==> config.mk <==
export PLATFORM = sky130hd
export DESIGN_NAME = region_guard
export DESIGN_NICKNAME = d
export VERILOG_FILES = /design/src/rtl/rg_pkg.sv /design/src/rtl/rg_regfile.sv /design/src/rtl/rg_lookup.sv /design/src/rtl/region_guard.sv
export SDC_FILE = /design/constraint.sdc
export NUM_CORES = 2
export LEC_CHECK = 0
export CORE_ASPECT_RATIO = 0.6
export CORE_UTILIZATION = 25
export CTS_BUF_LIST = sky130_fd_sc_hd__clkbuf_4 sky130_fd_sc_hd__clkbuf_8 sky130_fd_sc_hd__clkbuf_16
export DETAILED_ROUTE_END_ITERATION = 8
export GPL_TIMING_DRIVEN = 0
export PLACE_DENSITY = 0.38
export SYNTH_ARGS = -nofsm -noshare
export SYNTH_HDL_FRONTEND = slang
export SYNTH_SLANG_ARGS = --single-unit
==> constraint.sdc <==
create_clock -name clk -period 61.2 [get_ports clk]
set_clock_uncertainty 0.15 [all_clocks]
set_input_delay 18.36 -clock clk [delete_from_list [all_inputs] [get_ports clk]]
set_output_delay 18.36 -clock clk [all_outputs]
set_load 0.01 [all_outputs]
==> src/rtl/rg_pkg.sv <==
package rg_pkg;
  localparam int ADDR_W     = 43;
  localparam int PAGE_SHIFT = 12;
  localparam int PAGE_W     = ADDR_W - PAGE_SHIFT;
  localparam int LO_PG_W    = 32 - PAGE_SHIFT;
  localparam int HI_PG_W    = PAGE_W - LO_PG_W;
  localparam int NUM_IDS    = 16;
  localparam int ID_W       = $clog2(NUM_IDS);
  localparam int REG_AW     = 12;
  localparam int ACT_W      = 2;
  localparam int WORDS      = 6;

  localparam int OFF_FLUSH  = 'h008;
  localparam int OFF_ACTION = 'h050;
  localparam int OFF_GROUP0 = 'h054;
  localparam int STRIDE     = 'h020;

  localparam logic [ACT_W-1:0] ACT_SILENT = 2'd0;
  localparam logic [ACT_W-1:0] ACT_ERR    = 2'd1;

  typedef enum logic [2:0] {
    W_BASE_LO = 3'd0,
    W_BASE_HI = 3'd1,
    W_TOP_LO  = 3'd2,
    W_TOP_HI  = 3'd3,
    W_ATTR    = 3'd4,
    W_IDS     = 3'd5
  } word_e;

  typedef struct packed {
    logic [PAGE_W-1:0]  base_pg;
    logic [PAGE_W-1:0]  top_pg;
    logic [1:0]         sec;     // [1] secure write, [0] secure read
    logic               en;
    logic [NUM_IDS-1:0] id_wr;
    logic [NUM_IDS-1:0] id_rd;
  } region_t;

  localparam region_t R0_RESET = '{base_pg: '0, top_pg: '0, sec: 2'b00,
                                   en: 1'b1, id_wr: '0, id_rd: '0};
endpackage

==> src/rtl/rg_regfile.sv <==
module rg_regfile
  import rg_pkg::*;
#(
  parameter int NUM_REGIONS = 8,
  localparam int RGN_W = $clog2(NUM_REGIONS)
) (
  input  logic                         clk,
  input  logic                         rst_n,
  input  logic                         wr_en,
  input  logic                         rd_en,
  input  logic [REG_AW-1:0]            addr,
  input  logic [31:0]                  wdata,
  output logic [31:0]                  rdata,
  output region_t [NUM_REGIONS-1:0]    act,
  output logic [ACT_W-1:0]             action
);
  region_t [NUM_REGIONS-1:0] sh, sh_nxt, act_nxt;
  logic [ACT_W-1:0] action_nxt;
  logic [31:0]      rd_nxt;
  logic             hit_any, flush_wr;
  logic [RGN_W-1:0] hit_rgn;
  word_e            hit_word;

  // address decode of the repeating window groups
  always_comb begin
    hit_any  = 1'b0;
    hit_rgn  = '0;
    hit_word = W_IDS;
    for (int r = 0; r < NUM_REGIONS; r++) begin
      for (int k = 0; k < WORDS; k++) begin
        if (addr == REG_AW'(OFF_GROUP0 + r * STRIDE + 4 * k)) begin
          hit_any  = 1'b1;
          hit_rgn  = RGN_W'(r);
          hit_word = word_e'(3'(k));
        end
      end
    end
  end

  assign flush_wr = wr_en && (addr == REG_AW'(OFF_FLUSH)) && wdata[0];

  // next state
  always_comb begin
    sh_nxt     = sh;
    act_nxt    = act;
    action_nxt = action;
    if (flush_wr) act_nxt = sh;
    if (wr_en && addr == REG_AW'(OFF_ACTION)) action_nxt = wdata[ACT_W-1:0];
    if (wr_en && hit_any) begin
      case (hit_word)
        W_BASE_LO: sh_nxt[hit_rgn].base_pg[LO_PG_W-1:0]      = wdata[31:PAGE_SHIFT];
        W_BASE_HI: sh_nxt[hit_rgn].base_pg[PAGE_W-1:LO_PG_W] = wdata[HI_PG_W-1:0];
        W_TOP_LO:  sh_nxt[hit_rgn].top_pg[LO_PG_W-1:0]       = wdata[31:PAGE_SHIFT];
        W_TOP_HI:  sh_nxt[hit_rgn].top_pg[PAGE_W-1:LO_PG_W]  = wdata[HI_PG_W-1:0];
        W_ATTR: begin
          sh_nxt[hit_rgn].sec = wdata[31:30];
          sh_nxt[hit_rgn].en  = wdata[0] | (hit_rgn == '0);
        end
        W_IDS: begin
          sh_nxt[hit_rgn].id_wr = wdata[31:16];
          sh_nxt[hit_rgn].id_rd = wdata[15:0];
        end
        default: ;
      endcase
    end
  end

  // read mux: attributes come from the active set, the rest from shadow
  always_comb begin
    rd_nxt = '0;
    if (addr == REG_AW'(OFF_ACTION)) begin
      rd_nxt = 32'(action);
    end else if (hit_any) begin
      case (hit_word)
        W_BASE_LO: rd_nxt = {sh[hit_rgn].base_pg[LO_PG_W-1:0], {PAGE_SHIFT{1'b0}}};
        W_BASE_HI: rd_nxt = 32'(sh[hit_rgn].base_pg[PAGE_W-1:LO_PG_W]);
        W_TOP_LO:  rd_nxt = {sh[hit_rgn].top_pg[LO_PG_W-1:0], {PAGE_SHIFT{1'b1}}};
        W_TOP_HI:  rd_nxt = 32'(sh[hit_rgn].top_pg[PAGE_W-1:LO_PG_W]);
        W_ATTR:    rd_nxt = {act[hit_rgn].sec, 29'b0, act[hit_rgn].en};
        W_IDS:     rd_nxt = {sh[hit_rgn].id_wr, sh[hit_rgn].id_rd};
        default:   rd_nxt = '0;
      endcase
    end
  end

  always_ff @(posedge clk or negedge rst_n) begin
    if (!rst_n) begin
      for (int r = 0; r < NUM_REGIONS; r++) begin
        sh[r]  <= (r == 0) ? R0_RESET : '0;
        act[r] <= (r == 0) ? R0_RESET : '0;
      end
      action <= '0;
      rdata  <= '0;
    end else begin
      if (wr_en) begin
        sh     <= sh_nxt;
        act    <= act_nxt;
        action <= action_nxt;
      end
      if (rd_en) rdata <= rd_nxt;
    end
  end

  for (genvar g = 0; g < NUM_REGIONS; g++) begin : g_chk
    AST_FLUSH_COPY: assert property (@(posedge clk) disable iff (!rst_n)
      flush_wr |=> (act[g] == $past(sh[g]))) else $error("flush copy");
    AST_ACTIVE_HOLD: assert property (@(posedge clk) disable iff (!rst_n)
      !flush_wr |=> $stable(act[g])) else $error("active changed");
  end
  AST_R0_ALWAYS_ON: assert property (@(posedge clk) disable iff (!rst_n)
    act[0].en && sh[0].en) else $error("window 0 disabled");
endmodule

==> src/rtl/rg_lookup.sv <==
module rg_lookup
  import rg_pkg::*;
#(
  parameter int NUM_REGIONS = 8,
  localparam int RGN_W = $clog2(NUM_REGIONS)
) (
  input  region_t [NUM_REGIONS-1:0] cfg,
  input  logic [PAGE_W-1:0]         page,
  output logic [RGN_W-1:0]          win_idx,
  output region_t                   win
);
  logic [NUM_REGIONS-1:0] hit;

  for (genvar g = 0; g < NUM_REGIONS; g++) begin : g_cmp
    if (g == 0) begin : g_bg
      assign hit[g] = 1'b1;
    end else begin : g_win
      assign hit[g] = cfg[g].en && (page >= cfg[g].base_pg) && (page <= cfg[g].top_pg);
    end
  end

  // highest-numbered hit wins
  always_comb begin
    win_idx = '0;
    for (int r = 1; r < NUM_REGIONS; r++) begin
      if (hit[r]) win_idx = RGN_W'(r);
    end
  end

  assign win = cfg[win_idx];
endmodule

==> src/rtl/region_guard.sv <==
module region_guard
  import rg_pkg::*;
#(
  parameter int NUM_REGIONS = 8,
  localparam int RGN_W = $clog2(NUM_REGIONS)
) (
  input  logic              clk,
  input  logic              rst_n,
  input  logic              reg_wr,
  input  logic              reg_rd,
  input  logic [REG_AW-1:0] reg_addr,
  input  logic [31:0]       reg_wdata,
  output logic [31:0]       reg_rdata,
  input  logic              acc_valid,
  input  logic [ADDR_W-1:0] acc_addr,
  input  logic              acc_nonsec,
  input  logic [ID_W-1:0]   acc_id,
  input  logic              acc_write,
  output logic              resp_valid,
  output logic              resp_permit,
  output logic              resp_err,
  output logic              resp_irq
);
  logic [1:0] rst_sync;
  logic       rst_q;
  region_t [NUM_REGIONS-1:0] act;
  logic [ACT_W-1:0] action;
  logic [RGN_W-1:0] win_idx;
  region_t          win;
  logic ok, valid_nxt, permit_nxt, err_nxt, irq_nxt;

  // asynchronous assert, synchronous release
  always_ff @(posedge clk or negedge rst_n) begin
    if (!rst_n) rst_sync <= 2'b00;
    else        rst_sync <= {rst_sync[0], 1'b1};
  end
  assign rst_q = rst_sync[1];

  rg_regfile #(.NUM_REGIONS(NUM_REGIONS)) i_regs (
    .clk(clk), .rst_n(rst_q), .wr_en(reg_wr), .rd_en(reg_rd), .addr(reg_addr),
    .wdata(reg_wdata), .rdata(reg_rdata), .act(act), .action(action)
  );

  rg_lookup #(.NUM_REGIONS(NUM_REGIONS)) i_look (
    .cfg(act), .page(acc_addr[ADDR_W-1:PAGE_SHIFT]), .win_idx(win_idx), .win(win)
  );

  always_comb begin
    if (acc_nonsec) ok = acc_write ? win.id_wr[acc_id] : win.id_rd[acc_id];
    else            ok = acc_write ? win.sec[1] : win.sec[0];
    valid_nxt  = acc_valid;
    permit_nxt = acc_valid && ok;
    err_nxt    = acc_valid && !ok && (action != ACT_SILENT);
    irq_nxt    = acc_valid && !ok && (action != ACT_SILENT) && (action != ACT_ERR);
  end

  always_ff @(posedge clk or negedge rst_q) begin
    if (!rst_q) begin
      resp_valid  <= 1'b0;
      resp_permit <= 1'b0;
      resp_err    <= 1'b0;
      resp_irq    <= 1'b0;
    end else begin
      resp_valid  <= valid_nxt;
      resp_permit <= permit_nxt;
      resp_err    <= err_nxt;
      resp_irq    <= irq_nxt;
    end
  end

  AST_RESP_FOLLOWS: assert property (@(posedge clk) disable iff (!rst_q)
    acc_valid |=> resp_valid) else $error("missing verdict");
  AST_NO_SPURIOUS: assert property (@(posedge clk) disable iff (!rst_q)
    !acc_valid |=> !resp_valid) else $error("spurious verdict");
  AST_PERMIT_CLEAN: assert property (@(posedge clk) disable iff (!rst_q)
    resp_permit |-> (resp_valid && !resp_err && !resp_irq)) else $error("permit flagged");
  AST_IRQ_HAS_ERR: assert property (@(posedge clk) disable iff (!rst_q)
    resp_irq |-> resp_err) else $error("irq without error");
  AST_WIN_ENABLED: assert property (@(posedge clk) disable iff (!rst_q)
    acc_valid |-> act[win_idx].en) else $error("disabled window decided");
endmodule

==> reports/results.txt <==
Final nets: 8,345
Clock transition at the registers of the reported paths: 0.06 ns
Layout cells sized above 1: 16.6%
Sinks on Clock Net: 1,530
Clock Latency Late Sink: 0.87 ns
Cell count along the critical path: 16
Die W: 711 um
Die Y: 427 um
Total die area: 304,000 um2
Tot GR Track Use: 27.8%
Post-synth cell types: 86
Main combinational cell family by area after synthesis: multiplexers
H-tree depth: 4
Failing checks: max-capacitance violations, max-slew violations
Non-Filler Instances: 12,000
Synthesized Nets: 7,995
Max Root-Sink Buffers: 4
Classification of the worst-slack hold path: flop to asynchronous set/reset pin
GPL Wtd Cong: 0.994
Initial DRC count: 9,354
Post-Synth Simple-Gate Area: 11.5%
Synth Instances: 7,463
CP Max Fanout: 14
Most frequent cells in the layout: 1,564 x nand2_1, 1,527 x dfrtp_1, 792 x mux2_2, 725 x o21ai_0, 492 x inv_1
Commonest non-fill, non-tap cell in the layout: nand2_1
Final setup viols: 0
Post-synth ARST share: 100%
Final WL: 433 mm
Synth Flop Type: dfrtp_1
Slew HR: -18.4%
CTS tree: done
Crit path largest cell delay: 1.21 ns
Period utilization: 45.9%
Area contributors post-synth: dfrtp_1 51%, mux2_2 12%, nand2_1 7.8%
Max VDD drop: 0.0189 mV
Adder-Cell Fraction of Synth Area: 7.20%
# resized after CTS: 0
Crit-path cells: clkdlybuf4s50_1 -> ha_1 -> and3_1 -> nand4_1 -> or4_1 -> o21a_1 -> o31ai_1 -> o22ai_2 -> o211ai_2 -> buf_2 -> nand2_1 -> a31o_1 -> a221oi_1 -> a311oi_1 -> nor4_2 -> nor4_1
Sequential fraction of design power: 45.5%
Yosys top cell area share: 50.7%
DRC violations left: 0
Dpl cells: 11,600
Area leader, netlist: dfrtp_1
Vias per std cell: 5.40
CTS root buf: clkbuf_16
Fillers: 31,400
Worst Max-Slew Pin Slew: 1.78 ns
Mapped Area: 75,400 um2
Seq cells post-synth: 1,530
Number of enable flip-flop cells after synthesis: 0
Comb power frac: 5.7%
Seq/Total Area, Yosys: 50.8%
1st-pass router iterations: 8
Antenna-violating nets left: 0
CP max-delay cell: o211ai_2
Overflow after GRT: 0
Dpl hpwl: 331 mm
Cells on worst reg2reg path: 18
Vias in the first global route: 60,400
Area Growth Syn to Fin: 17.7%
Initial Util: 25.3%
First-pass GRT wire length: 568 mm
Post-Synth XOR/XNOR Area: 0.0348%
Io pins: 134
Switching Share: 25.7%
Largest net degree at the start of global routing: 66
Fin. max-slew vios: 342
Setup bufs post-CTS: 0
Ys Warns: 0
Final core occ: 29.7%
Clock power frac: 48.9%
Leak: 43.4 nW
CP Launch Type: input pin
Worst Setup End Kind: flop
Family with the most delay on the worst path: compound AO/OA/AOI/OAI gates
Switching Power: 576 uW
Synth Area in Compound Gates: 12.3%
Hold buffer count at CTS: 0
Cts bufs inserted: 168
Port Buffers: 117
Buf/Inv on CP: 2
Rows: 155
Pwr/cell area: 25.3 nW/um2
Mean Syn Cell Area: 10.1 um2
Initial antenna violation count: 62
FMAX: 35.6 MHz
WP data required: 61.73 ns
Outcome: finished, violations left
Crit Path Category: input pin to flop
Core ar.: 299,000 um2
RSZ-0062 raised after global routing: false
Fin. Hold Viols: 0
Max-cap violation count: 33
Critical Path AT: 28.61 ns
Drt wl/cell: 36.1 um
Tmin final: 28.08 ns
Via count: 64,800
Post-synthesis mux area share: 13.4%
Cell internal power dissipation: 1.67 mW
Setup TNS: 0 ns
## per-stage QoR
stage,hold WS [ns],power (mW),cell area [um2],setup WS [ns]
after floorplan,0.181,1.09,75400,15.25
after global placement,0.186,1.16,81600,-7.74
after detailed placement,0.153,1.16,82900,33.06
after CTS,0.157,2.25,88500,33.93
after global routing,0.182,2.30,88700,33.53
final,0.125,2.24,88800,33.12
## power groups by stage
stage / sequential [mW] / clock, mW / combinational [mW]
floorplan: 1.05 / 0 / 0.0378
global placement: 1.06 / 0 / 0.0975
detailed placement: 1.04 / 0 / 0.126
CTS: 1.02 / 1.10 / 0.126
global route: 1.02 / 1.14 / 0.135
finish: 1.02 / 1.10 / 0.128
## layout make-up
| class | count | area, um2 | area share, % |
|---|---|---|---|
| Multi-Input combinational cell | 4985 | 33700 | 37.9 |
| Buffer | 456 | 1860 | 2.10 |
| Clock inverter | 37 | 455 | 0.513 |
| Clock buffer | 252 | 5130 | 5.78 |
| Inverter | 492 | 1850 | 2.08 |
| Sequential cell | 1530 | 38300 | 43.1 |
| Timing Repair Buffer | 180 | 2410 | 2.72 |
| Tap cell | 4003 | 5010 | 5.64 |
| Antenna cell | 49 | 123 | 0.138 |
## cells by family after synthesis
family	after synthesis
fa+ha+maj	434
other cells	1
xor+xnor	3
simple gates	2098
compound gates	1537
mux	912
flops	1530
buf+inv	948
## path summary, 6_finish.rpt
kind,from,to,slack (ns)
min reg2reg,rst_sync[1],i_regs.act[432],0.13
max,acc_addr[33],resp_irq,33.12
max in group asynchronous,rst_n,rst_sync[1],43.24
min,rst_sync[1],i_regs.act[432],0.13
min in group clk,rst_sync[0],rst_sync[1],0.20
max reg2reg,i_regs.act[565],resp_irq,51.72
## per-layer routing
metal  GRT usage [%]  up-vias  part of all wire [%]
met1            43.4    34200                    49
met4            6.02        8                   2.3
met2            34.1     3429                    35
met3            11.7      450                    13
li1                -    26700                     -
met5               0        -                 0.012
## synth_stat cells (59+ instances only)
cell type  count
o21ai_0      727
o221ai_1      84
ha_1         434
nand4_1       75
a21oi_1      285
nand3_1       83
mux2_2       792
o22ai_1       75
a211oi_1      59
inv_1        492
mux2i_1      120
clkbuf_1     389
nor2_1       188
nand2_1     1564
dfrtp_1     1528
Power figures use the tool's default switching activity.
